==> src/rtl/pic8_pkg.sv <==
package pic8_pkg;

   typedef enum logic [1:0] {
      ST_RUN  = 2'd0,
      ST_VEC  = 2'd1,
      ST_CASC = 2'd2,
      ST_MODE = 2'd3
   } setup_st_t;

   typedef struct packed {
      logic start_setup;
      logic sel_cmd;
      logic poll_arm;
      logic sel_load;
      logic sel_isr;
      logic eoi;
   } cmd_dec_t;

   localparam int BYTE_W = 8;

   function automatic cmd_dec_t decode_cmd(input logic [BYTE_W-1:0] b);
      cmd_dec_t c;
      c.start_setup = b[4];
      c.sel_cmd     = !b[4] && b[3];
      c.poll_arm    = b[2];
      c.sel_load    = b[1];
      c.sel_isr     = b[0];
      c.eoi         = !b[4] && !b[3] && (b[7:5] == 3'b001);
      return c;
   endfunction

endpackage

==> src/rtl/pic8_req_latch.sv <==
module pic8_req_latch #(
   parameter int N = 8
) (
   input  logic         clk,
   input  logic         rst_n,
   input  logic         clr_all,
   input  logic [N-1:0] irq_in,
   input  logic [N-1:0] ack_clr,
   output logic [N-1:0] irr
);

   for (genvar g = 0; g < N; g++) begin : g_line
      logic prev_q;
      logic req_q;
      always_ff @(posedge clk) begin
         if (!rst_n) begin
            prev_q <= 1'b0;
            req_q  <= 1'b0;
         end else begin
            prev_q <= irq_in[g];
            if (clr_all)
               req_q <= 1'b0;
            else if (irq_in[g] && !prev_q)
               req_q <= 1'b1;
            else if (ack_clr[g])
               req_q <= 1'b0;
         end
      end
      assign irr[g] = req_q;
   end

endmodule

==> src/rtl/pic8_prio.sv <==
module pic8_prio #(
   parameter int N  = 8,
   parameter int LW = 3
) (
   input  logic [N-1:0]  vec,
   output logic          hit,
   output logic [LW-1:0] lvl,
   output logic [N-1:0]  onehot
);

   always_comb begin
      hit    = 1'b0;
      lvl    = '0;
      onehot = '0;
      for (int i = N - 1; i >= 0; i--) begin
         if (vec[i]) begin
            hit       = 1'b1;
            lvl       = LW'(i);
            onehot    = '0;
            onehot[i] = 1'b1;
         end
      end
   end

endmodule

==> src/rtl/pic8_regs.sv <==
module pic8_regs
   import pic8_pkg::*;
#(
   parameter int N = 8
) (
   input  logic              clk,
   input  logic              rst_n,
   input  logic              wr_en,
   input  logic              rd_en,
   input  logic              addr,
   input  logic [BYTE_W-1:0] wdata,
   output logic [N-1:0]      imr,
   output logic [BYTE_W-1:0] vec_base,
   output logic [BYTE_W-1:0] casc_cfg,
   output logic [BYTE_W-1:0] mode_cfg,
   output logic              sel_isr,
   output logic              poll_armed,
   output logic              setup_pulse,
   output logic              eoi_pulse,
   output logic              st_run
);

   setup_st_t st_q;
   logic      need_casc_q;
   logic      need_mode_q;
   cmd_dec_t  cmd;
   logic      wr_lo;
   logic      wr_hi;
   logic      rd_lo;

   assign cmd         = decode_cmd(wdata);
   assign wr_lo       = wr_en && !addr;
   assign wr_hi       = wr_en && addr;
   assign rd_lo       = rd_en && !addr;
   assign st_run      = (st_q == ST_RUN);
   assign setup_pulse = wr_lo && cmd.start_setup;
   assign eoi_pulse   = wr_lo && st_run && cmd.eoi;

   always_ff @(posedge clk) begin
      if (!rst_n) begin
         st_q        <= ST_RUN;
         need_casc_q <= 1'b0;
         need_mode_q <= 1'b0;
         imr         <= '1;
         vec_base    <= '0;
         casc_cfg    <= '0;
         mode_cfg    <= '0;
         sel_isr     <= 1'b0;
         poll_armed  <= 1'b0;
      end else if (setup_pulse) begin
         st_q        <= ST_VEC;
         need_casc_q <= !wdata[1];
         need_mode_q <= wdata[0];
         imr         <= '1;
         sel_isr     <= 1'b0;
         poll_armed  <= 1'b0;
      end else begin
         if (wr_hi) begin
            unique case (st_q)
               ST_VEC: begin
                  vec_base <= wdata;
                  st_q     <= need_casc_q ? ST_CASC : (need_mode_q ? ST_MODE : ST_RUN);
               end
               ST_CASC: begin
                  casc_cfg <= wdata;
                  st_q     <= need_mode_q ? ST_MODE : ST_RUN;
               end
               ST_MODE: begin
                  mode_cfg <= wdata;
                  st_q     <= ST_RUN;
               end
               default: imr <= wdata[N-1:0];
            endcase
         end
         if (wr_lo && st_run && cmd.sel_cmd) begin
            if (cmd.poll_arm) poll_armed <= 1'b1;
            if (cmd.sel_load) sel_isr <= cmd.sel_isr;
         end else if (rd_lo) begin
            poll_armed <= 1'b0;
         end
      end
   end

endmodule

==> src/rtl/pic8_ctrl.sv <==
module pic8_ctrl
   import pic8_pkg::*;
#(
   parameter int N_LINES = 8
) (
   input  logic               clk,
   input  logic               rst_n,
   input  logic               wr_en,
   input  logic               rd_en,
   input  logic               addr,
   input  logic [BYTE_W-1:0]  wdata,
   output logic [BYTE_W-1:0]  rdata,
   input  logic [N_LINES-1:0] irq_in,
   output logic               int_out,
   output logic [BYTE_W-1:0]  vec_base,
   output logic [BYTE_W-1:0]  casc_cfg,
   output logic [BYTE_W-1:0]  mode_cfg
);

   localparam int LVL_W    = (N_LINES > 1) ? $clog2(N_LINES) : 1;
   localparam int SPUR_LVL = N_LINES - 1;

   if (N_LINES < 2 || N_LINES > BYTE_W) begin : g_bad_lines
      $error("pic8_ctrl: N_LINES must lie between 2 and the byte width");
   end

   logic [N_LINES-1:0] irr;
   logic [N_LINES-1:0] isr;
   logic [N_LINES-1:0] imr;
   logic [N_LINES-1:0] pend;
   logic [N_LINES-1:0] p_oh;
   logic [N_LINES-1:0] s_oh;
   logic [N_LINES-1:0] ack_set;
   logic [N_LINES-1:0] eoi_clr;
   logic [LVL_W-1:0]   p_lvl;
   logic [LVL_W-1:0]   s_lvl;
   logic               p_hit;
   logic               s_hit;
   logic               sel_isr;
   logic               poll_armed;
   logic               setup_pulse;
   logic               eoi_pulse;
   logic               st_run;
   logic               poll_rd;

   pic8_regs #(.N(N_LINES)) i_regs (
      .clk         (clk),
      .rst_n       (rst_n),
      .wr_en       (wr_en),
      .rd_en       (rd_en),
      .addr        (addr),
      .wdata       (wdata),
      .imr         (imr),
      .vec_base    (vec_base),
      .casc_cfg    (casc_cfg),
      .mode_cfg    (mode_cfg),
      .sel_isr     (sel_isr),
      .poll_armed  (poll_armed),
      .setup_pulse (setup_pulse),
      .eoi_pulse   (eoi_pulse),
      .st_run      (st_run)
   );

   pic8_req_latch #(.N(N_LINES)) i_req (
      .clk     (clk),
      .rst_n   (rst_n),
      .clr_all (setup_pulse),
      .irq_in  (irq_in),
      .ack_clr (ack_set),
      .irr     (irr)
   );

   assign pend = irr & ~imr;

   pic8_prio #(.N(N_LINES), .LW(LVL_W)) i_prio_pend (
      .vec    (pend),
      .hit    (p_hit),
      .lvl    (p_lvl),
      .onehot (p_oh)
   );

   pic8_prio #(.N(N_LINES), .LW(LVL_W)) i_prio_isr (
      .vec    (isr),
      .hit    (s_hit),
      .lvl    (s_lvl),
      .onehot (s_oh)
   );

   assign poll_rd = rd_en && !addr && poll_armed;
   assign ack_set = (poll_rd && p_hit) ? p_oh : '0;
   assign eoi_clr = eoi_pulse ? s_oh : '0;

   always_ff @(posedge clk) begin
      if (!rst_n)
         isr <= '0;
      else if (setup_pulse)
         isr <= '0;
      else
         isr <= (isr & ~eoi_clr) | ack_set;
   end

   assign int_out = p_hit && (!s_hit || (p_lvl < s_lvl));

   always_comb begin
      rdata = '0;
      if (rd_en) begin
         if (addr)
            rdata = BYTE_W'(imr);
         else if (poll_armed)
            rdata = p_hit ? (8'h80 | BYTE_W'(p_lvl)) : BYTE_W'(SPUR_LVL);
         else if (sel_isr)
            rdata = BYTE_W'(isr);
         else
            rdata = BYTE_W'(irr);
      end
   end

endmodule

==> config.mk <==
export PLATFORM = sky130hd
export DESIGN_NAME = pic8_ctrl
export DESIGN_NICKNAME = d
export VERILOG_FILES = /design/src/rtl/pic8_pkg.sv /design/src/rtl/pic8_req_latch.sv /design/src/rtl/pic8_prio.sv /design/src/rtl/pic8_regs.sv /design/src/rtl/pic8_ctrl.sv
export SDC_FILE = /design/constraint.sdc
export NUM_CORES = 1
export LEC_CHECK = 0
export BUFFER_PORTS_ARGS = -buffer_cell sky130_fd_sc_hd__buf_4
export CAP_MARGIN = 20
export CORE_ASPECT_RATIO = 0.75
export CORE_MARGIN = 2
export CORE_UTILIZATION = 59
export CTS_BUF_LIST = sky130_fd_sc_hd__clkbuf_16
export DETAILED_ROUTE_END_ITERATION = 7
export HOLD_SLACK_MARGIN = 0.02
export PLACE_DENSITY = 0.94
export SYNTH_ARGS = -nofsm -noshare
export SYNTH_HDL_FRONTEND = slang
export SYNTH_SLANG_ARGS = --single-unit
==> constraint.sdc <==
create_clock -name clk -period 4 [get_ports clk]
set_input_delay 0 -clock clk [delete_from_list [all_inputs] [get_ports clk]]
set_output_delay 0 -clock clk [all_outputs]
set_load 0.05 [all_outputs]
==> results_tabular.tex <==
\begin{tabular}{lr}
\hline
Metric & Value \\
\hline
\multicolumn{2}{l}{\textbf{Status}} \\
Outcome & finished, final reports clean \\
\multicolumn{2}{l}{\textbf{Cells and area}} \\
Core Util, Final & approximately 79\% \\
Fraction of final layout cells with drive strength greater than 1 & roughly 18\% \\
Layout net count & between 400 and 500 \\
Diodes inserted & 0 \\
Area grow syn2layout & 29.7\% \\
Layout Cells excl Fill & 488 \\
\multicolumn{2}{l}{\textbf{Timing}} \\
Final total negative setup slack & 0 ns \\
Final worst path period share & about two thirds \\
Worst setup skew after layout & a little under 0.004 ns \\
Final min period & 2.61 ns \\
Slew headroom & 33.0\% \\
Final setup violation count & 0 \\
RSZ-0062 raised after global routing & false \\
Final slew viol count & 0 \\
Final Hold Viols & 0 \\
Fmax & $\sim$380 MHz \\
Transition time of the tightest slew-check pin & 1.01 ns \\
\multicolumn{2}{l}{\textbf{Setup path}} \\
Slowest cell on crit path & sky130\_fd\_sc\_hd\_\_nor4\_4 \\
CP Data Required Time & 4.00 ns \\
R2R Path End & i\_req.g\_line[3].req\_q\$\_SDFFE\_PP0P\_ \\
Top delay family on crit path & simple AND/OR/NAND/NOR gates \\
Reg-to-reg setup timing slack & between 2 and 2.5 ns \\
Worst-path fanout max & 7 \\
Worst path most repeated cell & sky130\_fd\_sc\_hd\_\_nand2\_1 \\
Critical Path End Type & output port \\
Critical Setup Path Class & reg2out \\
Crit start category & flop \\
Worst path buffer plus inverter count & 1 \\
Worst path max stage delay & 0.44 ns \\
Critical path cell sequence & nor2b\_2 > nor4\_4 > a21boi\_0 > ha\_1 > a21o\_1 > nand2\_1 > nand2\_1 > a41oi\_1 > buf\_4 \\
Arrival time at the worst endpoint & between 2 and 3 ns \\
Beginning of the worst register-to-register path & i\_regs.poll\_armed\$\_SDFFE\_PP0P\_ \\
Count of cells along the worst register-to-register path & 5 \\
\multicolumn{2}{l}{\textbf{Power and ir drop}} \\
Sum of internal, switching and leakage power & approximately 1.7 mW \\
Total leakage power & 1.54 nW \\
Peak supply drop & around 0.00040 V \\
P per Cell Area & 444 nW/um\^{}2 \\
\multicolumn{2}{l}{\textbf{CTS}} \\
TritonCTS clock tree & built \\
Post-CTS Hold Buffers & 16 \\
Library cell used as clock root buffer & sky130\_fd\_sc\_hd\_\_clkbuf\_16 \\
Setup bufs post-CTS & 0 \\
Worst skew pair latency & approximately 0.33 ns \\
Maximum number of buffers from clock root to sink & 2 \\
TritonCTS Sinks & between 60 and 70 \\
Clock transition at the registers of the reported paths & $\sim$0.050 ns \\
\# H-tree levels & 3 \\
Gates resized, CTS repair & 0 \\
TritonCTS Buffers & 9 \\
\multicolumn{2}{l}{\textbf{Synth}} \\
Synth top area share & between 40\% and 50\% \\
Sequential-to-total area share from yosys stat & between 40\% and 50\% \\
Largest area contributor in the synthesized netlist & sky130\_fd\_sc\_hd\_\_dfxtp\_1 \\
Share of flip-flops with an asynchronous set or reset & 0\% \\
Most common flop cell mapped by yosys & sky130\_fd\_sc\_hd\_\_dfxtp\_1 \\
Cells after synthesis & 361 \\
Yosys reg bits & 62 \\
Post-synth EDFFs & 0 \\
Avg Synthesized Cell Area & 8.25 sq um \\
Largest cells by area after synthesis & sky130\_fd\_sc\_hd\_\_dfxtp\_1, sky130\_fd\_sc\_hd\_\_nand2\_1, sky130\_fd\_sc\_hd\_\_a21boi\_0 \\
Post-synth net total & around 400 \\
Yosys warning count & 0 \\
Most frequently used cell type in the post-synthesis netlist & sky130\_fd\_sc\_hd\_\_dfxtp\_1 \\
Most numerous cell types in the synthesized netlist & sky130\_fd\_sc\_hd\_\_dfxtp\_1, sky130\_fd\_sc\_hd\_\_nand2\_1, sky130\_fd\_sc\_hd\_\_nand3\_1 \\
Cell area after technology mapping & 2980 sq um \\
Distinct cell type count of the synthesized netlist & 44 \\
\multicolumn{2}{l}{\textbf{Min path}} \\
Hold endpoint & i\_regs.vec\_base[3]\$\_SDFFE\_PN0P\_ \\
WHS Path Cells & 2 \\
Classification of the worst-slack hold path & in2reg \\
Hold path start & rst\_n \\
\multicolumn{2}{l}{\textbf{Global routing}} \\
Vias in the first global route & between 2k and 3k \\
Global-route wire length before repair & 13900 microns \\
Total Routing Usage GR & approximately 32\% \\
Maximum number of pins on one net before global-route repair & 38 \\
Number of antenna violations at the first check in global routing & 0 \\
Overflow left after global routing & 0 \\
\multicolumn{2}{l}{\textbf{Drt}} \\
Post-route DRC violation count & 0 \\
Pre-antenna DRT Iters & 6 \\
Detail-routed net length per standard cell & around 18 microns \\
Vias & 2943 \\
Total Routed Length & 8560 microns \\
Vias per cell & 6.03 \\
DRT iter0 DRCs & 314 \\
Post-DRT Antenna Nets & 0 \\
\multicolumn{2}{l}{\textbf{Floorplanning}} \\
Placeable core region & slightly below 5000 sq um \\
Num rows & 22 \\
Die ar. & 5640 sq um \\
Count of pins on the block boundary & 54 \\
Initial standard-cell utilization of the core & between 60 and 70\% \\
Vertical die dimension & about 66 microns \\
Die span in x & $\sim$86 microns \\
\multicolumn{2}{l}{\textbf{Placement}} \\
Final HPWL from detailed placement & approximately 5500 microns \\
IO buf count & 53 \\
Final GP Congestion & 0.953 \\
Cell count after placement & $\sim$460 \\
\multicolumn{2}{l}{\textbf{Flow run}} \\
Count of max-cap constraint violations & 0 \\
\hline
\end{tabular}
-- worst max path at each step --
stage	startpoint	end	cells after the start
after floorplan	i_req.g_line[0].req_q$_SDFFE_PP0P_	int_out	8
after global placement	i_req.g_line[0].req_q$_SDFFE_PP0P_	int_out	9
after detailed placement	i_req.g_line[0].req_q$_SDFFE_PP0P_	int_out	9
after CTS	i_req.g_line[0].req_q$_SDFFE_PP0P_	int_out	9
after global routing	i_req.g_line[0].req_q$_SDFFE_PP0P_	int_out	9
final	i_req.g_line[0].req_q$_SDFFE_PP0P_	int_out	9
-- area by class of cell --
type | count | area [sq um]
Tap cell | 60 | 75.1
Clock buffer | 9 | 225
Inverter | 7 | 26.3
Fill cell | 331 | 1010
Timing Repair Buffer | 69 | 558
Multi-Input combinational cell | 274 | 1630
Sequential cell | 62 | 1240
Clock inverter | 7 | 105
-- worst register-to-register path: stages (launching register included) --
cell and delay, ns:
sky130_fd_sc_hd__dfxtp_1 0.61, sky130_fd_sc_hd__nand3b_1 0.17, sky130_fd_sc_hd__nor3_1 0.47, sky130_fd_sc_hd__inv_1 0.13, sky130_fd_sc_hd__o31ai_1 0.22, sky130_fd_sc_hd__a21oi_1 0.10
-- sequential cells by signal, indices dropped and copies added, names as in the netlist --
signal               count
i_regs.casc_cfg          8
i_req.g_line.prev_q      8
i_req.g_line.req_q       8
i_regs.imr               8
i_regs.need_mode_q       1
i_regs.mode_cfg          8
i_regs.sel_isr           1
i_regs.poll_armed        1
i_regs.st_q              2
i_regs.vec_base          8
i_regs.need_casc_q       1
isr                      8
-- per-layer routing --
metal / vias up / share of wire, % / track usage (%)
li1: 1382 / - / -
met1: 1367 / 40 / 40.4
met2: 168 / 47 / 52.2
met3: 26 / 10 / 10.3
met4: 0 / 2.1 / 11.3
met5: - / 0 / 0
-- cells by family after synthesis --
logic type	share of synthesized area [%]
AO/OA/AOI/OAI	19.0
AND/OR/NAND/NOR	29.3
buffers and inverters	3.53
adder cells (fa/ha/maj)	2.94
multiplexers	3.57
flip-flops	41.7
-- stage by stage --
stage | setup slack [ns] | hold WS [ns] | cell area, sq um
global placement | 1.87 | 0.210 | 3370
floorplan | 1.57 | 0.122 | 2980
global route | 1.24 | 0.118 | 3860
finish | 1.39 | 0.0927 | 3860
detailed placement | 1.80 | 0.214 | 3370
CTS | 1.42 | 0.0773 | 3860
-- cells in the final DEF, fill, tap and decap left out, types with 2 or more instances in the layout --
master	count
sky130_fd_sc_hd__a21oi_1	25
sky130_fd_sc_hd__bufinv_16	3
sky130_fd_sc_hd__and2_1	14
sky130_fd_sc_hd__a22oi_1	6
sky130_fd_sc_hd__inv_1	9
sky130_fd_sc_hd__nor4_1	2
sky130_fd_sc_hd__nor2_1	20
sky130_fd_sc_hd__clkbuf_16	9
sky130_fd_sc_hd__nor2b_1	15
sky130_fd_sc_hd__nand3b_1	3
sky130_fd_sc_hd__nand3_1	35
sky130_fd_sc_hd__dlygate4sd3_1	16
sky130_fd_sc_hd__mux2i_1	5
sky130_fd_sc_hd__nand2_1	56
sky130_fd_sc_hd__mux2_2	5
sky130_fd_sc_hd__dfxtp_1	62
sky130_fd_sc_hd__clkinv_1	2
sky130_fd_sc_hd__o21ai_0	17
sky130_fd_sc_hd__a21boi_0	27
sky130_fd_sc_hd__nor2b_2	2
sky130_fd_sc_hd__buf_4	53
sky130_fd_sc_hd__o31ai_1	2
sky130_fd_sc_hd__nand4_1	3
sky130_fd_sc_hd__ha_1	7
sky130_fd_sc_hd__nand2b_1	9
sky130_fd_sc_hd__nor3_1	2
-- where the power goes --
part / switching [mW] / internal [mW] / total [mW]
clock: 0.263 / 0.598 / 0.861
sequential: 0.0147 / 0.638 / 0.653
combinational: 0.122 / 0.0791 / 0.201
Power figures use the tool's default switching activity.
